==> src/rtl/dit_pkg.sv <==
package dit_pkg;
    localparam int ADDR_W = 3;

    typedef enum logic [2:0] {
        T_IDLE,
        T_LOADWAIT,
        T_START,
        T_RUN,
        T_COAST
    } tmr_state_e;

    localparam int CB_START   = 0;
    localparam int CB_PIN_EN  = 1;
    localparam int CB_TOGGLE  = 2;
    localparam int CB_ONESHOT = 3;
    localparam int CB_FORCE   = 4;
    localparam int CB_SRC_LO  = 5;
    localparam int CB_SRC_HI  = 6;

    localparam logic [ADDR_W-1:0] ADR_A_LO  = 3'd0;
    localparam logic [ADDR_W-1:0] ADR_A_HI  = 3'd1;
    localparam logic [ADDR_W-1:0] ADR_B_LO  = 3'd2;
    localparam logic [ADDR_W-1:0] ADR_B_HI  = 3'd3;
    localparam logic [ADDR_W-1:0] ADR_CTL_A = 3'd4;
    localparam logic [ADDR_W-1:0] ADR_CTL_B = 3'd5;
endpackage

==> src/rtl/dit_tick_sel.sv <==
module dit_tick_sel (
    input  logic [1:0] src,
    input  logic       a_uflow,
    input  logic       ext_pulse,
    output logic       tick
);
    // 00: system clock, 10: timer A underflows, x1: external strobe
    always_comb begin
        unique case (src)
            2'b00:   tick = 1'b1;
            2'b10:   tick = a_uflow;
            default: tick = ext_pulse;
        endcase
    end
endmodule

==> src/rtl/dit_pin.sv <==
module dit_pin (
    input  logic en,
    input  logic mode_toggle,
    input  logic uflow,
    input  logic tog,
    output logic val,
    output logic take
);
    assign take = en;
    assign val  = en & (mode_toggle ? tog : uflow);
endmodule

==> src/rtl/dit_timer.sv <==
module dit_timer
    import dit_pkg::*;
#(
    parameter int BYTE_W = 8
) (
    input  logic                  clk,
    input  logic                  rst_n,
    input  logic                  lo_we,
    input  logic                  hi_we,
    input  logic                  ctl_we,
    input  logic [BYTE_W-1:0]     wdata,
    input  logic                  tick,
    output logic [2*BYTE_W-1:0]   cnt,
    output logic [2*BYTE_W-1:0]   latch,
    output logic [BYTE_W-1:0]     ctrl,
    output logic                  uflow,
    output logic                  tog
);
    localparam int CNT_W = 2 * BYTE_W;
    localparam logic [CNT_W-1:0]  ONE      = CNT_W'(1);
    localparam logic [BYTE_W-1:0] KEEPMASK = ~(BYTE_W'(1) << CB_FORCE);

    tmr_state_e state_q, state_d;
    logic start_req, stop_req, force_req, stopped, uf_evt;

    assign start_req = ctl_we &  wdata[CB_START];
    assign stop_req  = ctl_we & ~wdata[CB_START];
    assign force_req = ctl_we &  wdata[CB_FORCE];
    assign stopped   = (state_q == T_IDLE) || (state_q == T_COAST);
    assign uf_evt    = (state_q == T_RUN) && tick && (cnt == '0) && !force_req;

    // state register
    always_ff @(posedge clk) begin
        if (!rst_n) state_q <= T_IDLE;
        else        state_q <= state_d;
    end

    // next state
    always_comb begin
        state_d = state_q;
        unique case (state_q)
            T_IDLE, T_COAST: begin
                if (start_req) state_d = force_req ? T_LOADWAIT : T_START;
                else           state_d = T_IDLE;
            end
            T_LOADWAIT: begin
                if (stop_req)       state_d = force_req ? T_IDLE : T_COAST;
                else if (force_req) state_d = T_LOADWAIT;
                else                state_d = T_START;
            end
            T_START: begin
                if (stop_req)       state_d = force_req ? T_IDLE : T_COAST;
                else if (force_req) state_d = T_LOADWAIT;
                else                state_d = T_RUN;
            end
            T_RUN: begin
                if (stop_req)       state_d = force_req ? T_IDLE : T_COAST;
                else if (force_req) state_d = T_LOADWAIT;
                else if (uf_evt && ctrl[CB_ONESHOT] && !ctl_we)
                                    state_d = T_IDLE;
                else                state_d = T_RUN;
            end
            default: state_d = T_IDLE;
        endcase
    end

    // datapath and outputs
    always_ff @(posedge clk) begin
        if (!rst_n) begin
            cnt   <= '1;
            latch <= '1;
            ctrl  <= '0;
            uflow <= 1'b0;
            tog   <= 1'b0;
        end else begin
            if (lo_we) latch[BYTE_W-1:0]     <= wdata;
            if (hi_we) latch[CNT_W-1:BYTE_W] <= wdata;

            if (force_req)
                cnt <= latch;
            else if (hi_we && stopped)
                cnt <= {wdata, latch[BYTE_W-1:0]};
            else if (state_q == T_RUN && tick)
                cnt <= (cnt == '0) ? latch : cnt - ONE;
            else if (state_q == T_COAST && tick && cnt != '0)
                cnt <= cnt - ONE;

            if (ctl_we)
                ctrl <= wdata & KEEPMASK;
            else if (uf_evt && ctrl[CB_ONESHOT])
                ctrl[CB_START] <= 1'b0;

            uflow <= uf_evt;

            if (ctl_we && wdata[CB_START] && !ctrl[CB_START])
                tog <= 1'b1;
            else if (uf_evt)
                tog <= ~tog;
        end
    end
endmodule

==> src/rtl/dual_interval_timer.sv <==
module dual_interval_timer
    import dit_pkg::*;
#(
    parameter int BYTE_W = 8
) (
    input  logic              clk,
    input  logic              rst_n,
    input  logic              wr_en,
    input  logic [ADDR_W-1:0] wr_addr,
    input  logic [BYTE_W-1:0] wr_data,
    input  logic [ADDR_W-1:0] rd_addr,
    output logic [BYTE_W-1:0] rd_data,
    input  logic              ext_cnt,
    output logic              a_uflow,
    output logic              b_uflow,
    output logic              port_b6_out,
    output logic              port_b6_take,
    output logic              port_b7_out,
    output logic              port_b7_take
);
    localparam int CNT_W  = 2 * BYTE_W;
    localparam int N_TMR  = 2;

    logic [CNT_W-1:0]  cnt_q   [N_TMR];
    logic [CNT_W-1:0]  latch_q [N_TMR];
    logic [BYTE_W-1:0] ctrl_q  [N_TMR];
    logic              uflow_q [N_TMR];
    logic              tog_q   [N_TMR];
    logic              pin_val [N_TMR];
    logic              pin_take[N_TMR];

    for (genvar i = 0; i < N_TMR; i++) begin : g_tmr
        logic tick_i;
        if (i == 0) begin : g_clk
            assign tick_i = 1'b1;
        end else begin : g_sel
            dit_tick_sel u_sel (
                .src      (ctrl_q[i][CB_SRC_HI:CB_SRC_LO]),
                .a_uflow  (uflow_q[0]),
                .ext_pulse(ext_cnt),
                .tick     (tick_i)
            );
        end

        dit_timer #(.BYTE_W(BYTE_W)) u_timer (
            .clk   (clk),
            .rst_n (rst_n),
            .lo_we (wr_en && wr_addr == ADDR_W'(2 * i)),
            .hi_we (wr_en && wr_addr == ADDR_W'(2 * i + 1)),
            .ctl_we(wr_en && wr_addr == ADDR_W'(4 + i)),
            .wdata (wr_data),
            .tick  (tick_i),
            .cnt   (cnt_q[i]),
            .latch (latch_q[i]),
            .ctrl  (ctrl_q[i]),
            .uflow (uflow_q[i]),
            .tog   (tog_q[i])
        );

        dit_pin u_pin (
            .en         (ctrl_q[i][CB_PIN_EN]),
            .mode_toggle(ctrl_q[i][CB_TOGGLE]),
            .uflow      (uflow_q[i]),
            .tog        (tog_q[i]),
            .val        (pin_val[i]),
            .take       (pin_take[i])
        );
    end

    assign a_uflow      = uflow_q[0];
    assign b_uflow      = uflow_q[1];
    assign port_b6_out  = pin_val[0];
    assign port_b6_take = pin_take[0];
    assign port_b7_out  = pin_val[1];
    assign port_b7_take = pin_take[1];

    always_comb begin
        rd_data = '0;
        case (rd_addr)
            ADR_A_LO:  rd_data = cnt_q[0][BYTE_W-1:0];
            ADR_A_HI:  rd_data = cnt_q[0][CNT_W-1:BYTE_W];
            ADR_B_LO:  rd_data = cnt_q[1][BYTE_W-1:0];
            ADR_B_HI:  rd_data = cnt_q[1][CNT_W-1:BYTE_W];
            ADR_CTL_A: rd_data = ctrl_q[0];
            ADR_CTL_B: rd_data = ctrl_q[1];
            default:   rd_data = '0;
        endcase
    end
endmodule

==> config.mk <==
export PLATFORM = sky130hd
export DESIGN_NAME = dual_interval_timer
export DESIGN_NICKNAME = d
export VERILOG_FILES = /design/src/rtl/dit_pkg.sv /design/src/rtl/dit_tick_sel.sv /design/src/rtl/dit_pin.sv /design/src/rtl/dit_timer.sv /design/src/rtl/dual_interval_timer.sv
export SDC_FILE = /design/constraint.sdc
export NUM_CORES = 1
export LEC_CHECK = 0
export BUFFER_PORTS_ARGS = -buffer_cell sky130_fd_sc_hd__buf_2
export CORE_AREA = 4 4 144 146
export CTS_CLUSTER_SIZE = 14
export DETAILED_ROUTE_END_ITERATION = 16
export DIE_AREA = 0 0 148 150
export SLEW_MARGIN = 40
export SYNTH_ARGS = -nofsm -noshare
export SYNTH_HDL_FRONTEND = slang
export SYNTH_SLANG_ARGS = --single-unit
==> constraint.sdc <==
create_clock -name clk -period 2.1 [get_ports clk]
set_clock_uncertainty 0.2 [all_clocks]
set_input_delay 0.21 -clock clk [delete_from_list [all_inputs] [get_ports clk]]
set_output_delay 0.21 -clock clk [all_outputs]
set_load 0.005 [all_outputs]
==> impl_metrics.toml <==
[logic_synthesis]
syn_inst = 613
synth.top_cell.area_share_pct = 36.7
ys_types = 70
ys_seq_elements = 88
netlist_area_um2 = 4800
yosysTopAreaCell = "dfxtp_1"
async_reset_ff_share_pct = 0
yosys_most_used_dff = "dfxtp_1"
syn-mean-instance-area_um2 = 7.83
ys.warnings.count = 0
synth_edf_count = 0
yosys-top-cells-area = "dfxtp_1, nand2_1, nor2_1, a21oi_1, nand3_1"
synth-seq-area-share_pct = 36.7
mappedNetlistNets = 635

[finish]
finalNetCount = 761
drive_gt1_share_pct = 35.1
num_antenna_cells = 0
fill_cells = 2037
final_cells = 1009
seqCellArea_um2 = 1780
fin_area_um2 = 6840
synthToLayoutAreaGrowth_pct = 42.5
final_common_cell = "nand2_1"
multi_input_area_um2 = 3190
final_cell_mix = "nand2_1, buf_4, dfxtp_1, nor2_1, nand3_1"

[cts]
clk_pin_slew_worst_paths_ps = 70
cts_root_buffer = "clkbuf_16"
clock_sinks = 88
insertion_delay_ps = 360
cts_tree = "done"
cts_max_level = 3
numCtsBuffers = 9
clk_path_buf_depth = 2

[route]
drcViolationCount = 0
wirelength_um = 17800
routed_via_density = 5.22
postRouteAntennaNets = 0
drt_pass1_iterations = 5
drtIter0Drc = 511
wl_per_cell_um = 17.6
route.vias.total = 5267

[pwr]
total_power_w = 0.00388
p_sw_share_pct = 27.4
switching_power_w = 0.00106
power_frac_comb_pct = 13.8
p_seq_share_pct = 45.4
powerDensity_nw_per_um2 = 567
p_leak_nw = 2.83
internal_power_w = 0.00282
power.share.clock_pct = 40.8
ir_worst_vdd_uv = 246

[placed_design]
gp_congestion = 0.972
place_hpwl_um = 13000
io_buffers = 31
dpl_cell_area_um2 = 5990
pre_cts_slack_ps = -166
place_inst = 974

[floorplan]
die-area_um2 = 22200
num_io_pins = 32
start_util_pct = 24.7
die_x_um = 148
rows = 51
die_h_um = 150
core-area_um2 = 19400

[timing]
setup_viol = 8
hold_violations = 0
whs_ps = 27.2
setup_ws_ps = -45.0
relSlewSlack_pct = 69.3
fin_crit_sh_pct = 102
drv_slew = 0
rsz0062_at_grt = "yes"
tightest_slew_ps = 458
fmax_mhz = 466
period_minus_slack_ps = 2150

[global_routing]
grt_pass1_wl_um = 27200
gr-total-overflow = 0
grtUsageTotal_pct = 15.7
grt_max_degree = 38
grt_pass1_vias = 4728
antenna_found_initial = 0

[status]
violations = "setup timing"
status = "finished, violations left"

[critical_path]
end_kind = "flop"
rr_startpoint = "g_tmr[0].u_timer.cnt[14]"
max_stage_delay_ps = 340
critical_path_class = "reg2reg"
crit_chain = "nor4_4 -> buf_4 -> nand4_1 -> buf_4 -> a311oi_2 -> buf_4 -> a21oi_2 -> nor3_2 -> a21oi_1"
worst_path_max_delay_cell = "dfxtp_2"
cp_common_cell = "buf_4"
start_kind = "flop"
reg2reg_depth = 9
r2r_end = "g_tmr[0].u_timer.cnt[7]"
r2r_slack_ps = -50
cp.required_ps = 2140
critPathArrivalTime_ps = 2190
path_max_fanout = 6

[hold_path]
hold_path_startpoint = "wr_data[7]"
min_to = "g_tmr[1].u_timer.ctrl[7]"
hp-class = "in2reg"
min_path_cells = 3

[run]
drv_cap = 0
==> worst max-delay path, delay by kind of cell (launching register included) <==
family | cells | cell delay, ps
DFF | 1 | 340
buffers and inverters | 3 | 550
AOI/OAI and AO/OA | 3 | 370
and+or+nand+nor | 3 | 560
==> worst max-delay path by stage <==
stage	start	end	slack, ps	cells after the start
after detailed placement	g_tmr[1].u_timer.cnt[0]	g_tmr[1].u_timer.cnt[4]	-170	9
after floorplan	g_tmr[1].u_timer.cnt[0]	g_tmr[1].u_timer.cnt[6]	-30	9
final	g_tmr[0].u_timer.cnt[14]	g_tmr[0].u_timer.cnt[7]	-50	9
after CTS	g_tmr[0].u_timer.cnt[14]	g_tmr[0].u_timer.cnt[13]	-40	9
after global routing	g_tmr[0].u_timer.cnt[1]	g_tmr[0].u_timer.cnt[7]	-150	10
after global placement	g_tmr[1].u_timer.cnt[0]	g_tmr[1].u_timer.cnt[4]	-160	9
==> area by class of cell <==
cell class	instances	share of cell area (%)
Clock buffer	13	3.80
Multi-Input combinational cell	470	46.7
Clock inverter	3	0.366
Inverter	13	0.713
Sequential cell	88	26.0
Tap cell	265	4.85
Timing Repair Buffer	157	17.6
==> cell families after synthesis <==
logic type,Yosys count,synth area share (%)
adder cells (fa/ha/maj),4,1.04
buffers and inverters,56,5.03
AO/OA/AOI/OAI,155,22.0
XOR/XNOR,11,2.01
multiplexers,18,4.67
flip-flops,88,36.7
AND/OR/NAND/NOR,281,28.6
==> registers in the layout, summed over array words and instances (netlist names) <==
signal and cells:
g_tmr.u_timer.state_q 6, g_tmr.u_timer.cnt 32, g_tmr.u_timer.latch 32, g_tmr.u_timer.ctrl 14, g_tmr.u_timer.uflow 2, g_tmr.u_timer.tog 2
==> power by group through the flow <==
stage / clock, W / combinational, W / sequential, W
5_1_grt: 0.00167 / 0.000574 / 0.00177
3_5_place_dp: 0 / 0.000475 / 0.00179
4_1_cts: 0.00161 / 0.000492 / 0.00176
6_report: 0.00158 / 0.000534 / 0.00176
2_1_floorplan: 0 / 0.000258 / 0.00179
3_3_place_gp: 0 / 0.000472 / 0.00179
==> through the flow <==
step	util [%]	TNS [ps]
after detailed placement	30.9	-2630
final	35.3	-113
after CTS	33.5	-282
after global routing	35.3	-2280
after floorplan	-	-27.6
after global placement	30.9	-1490
==> timing repair <==
item                                    CTS  global route
cloned                                    0             2
pin swaps                                23            29
hold buffers                              1             0
setup buffers                             9            10
endpoints found under the hold margin     4             0
endpoints found under the setup margin   34            38
gates resized for setup                  40            67
==> routing by layer <==
metal	part of all wire, %	global-route usage, %	vias up
met5	0	0	-
met4	2.3	6.51	0
met1	47	23.6	2508
met3	7.8	2.79	28
met2	43	22.0	241
li1	-	-	2490
==> synthesized netlist by cell type (3+ instances only) <==
cell       count
o21ai_1        6
nand4_1        4
nor4_1         6
or3_1          4
a31oi_1        8
a32oi_1        4
buf_2          4
mux4_2         3
inv_1         13
o221ai_1       3
a21oi_1       39
o211ai_1      17
buf_6          3
dfxtp_1       88
nand3_1       38
a221oi_1       3
nor3b_1        3
mux2i_1       10
or2_2          5
o2111ai_1      4
nor3_1        13
a311oi_1       3
nand3b_1       3
clkbuf_1      34
nand4b_1       4
o32a_1         7
and2_1         4
xor2_1         5
o21ai_0       22
xnor2_1        6
o22ai_1       17
mux2_2         5
ha_1           4
nand2_1      116
and3_1         3
nor2b_1        4
nor2_1        55
Note: power is estimated with default switching activity, not from simulation.
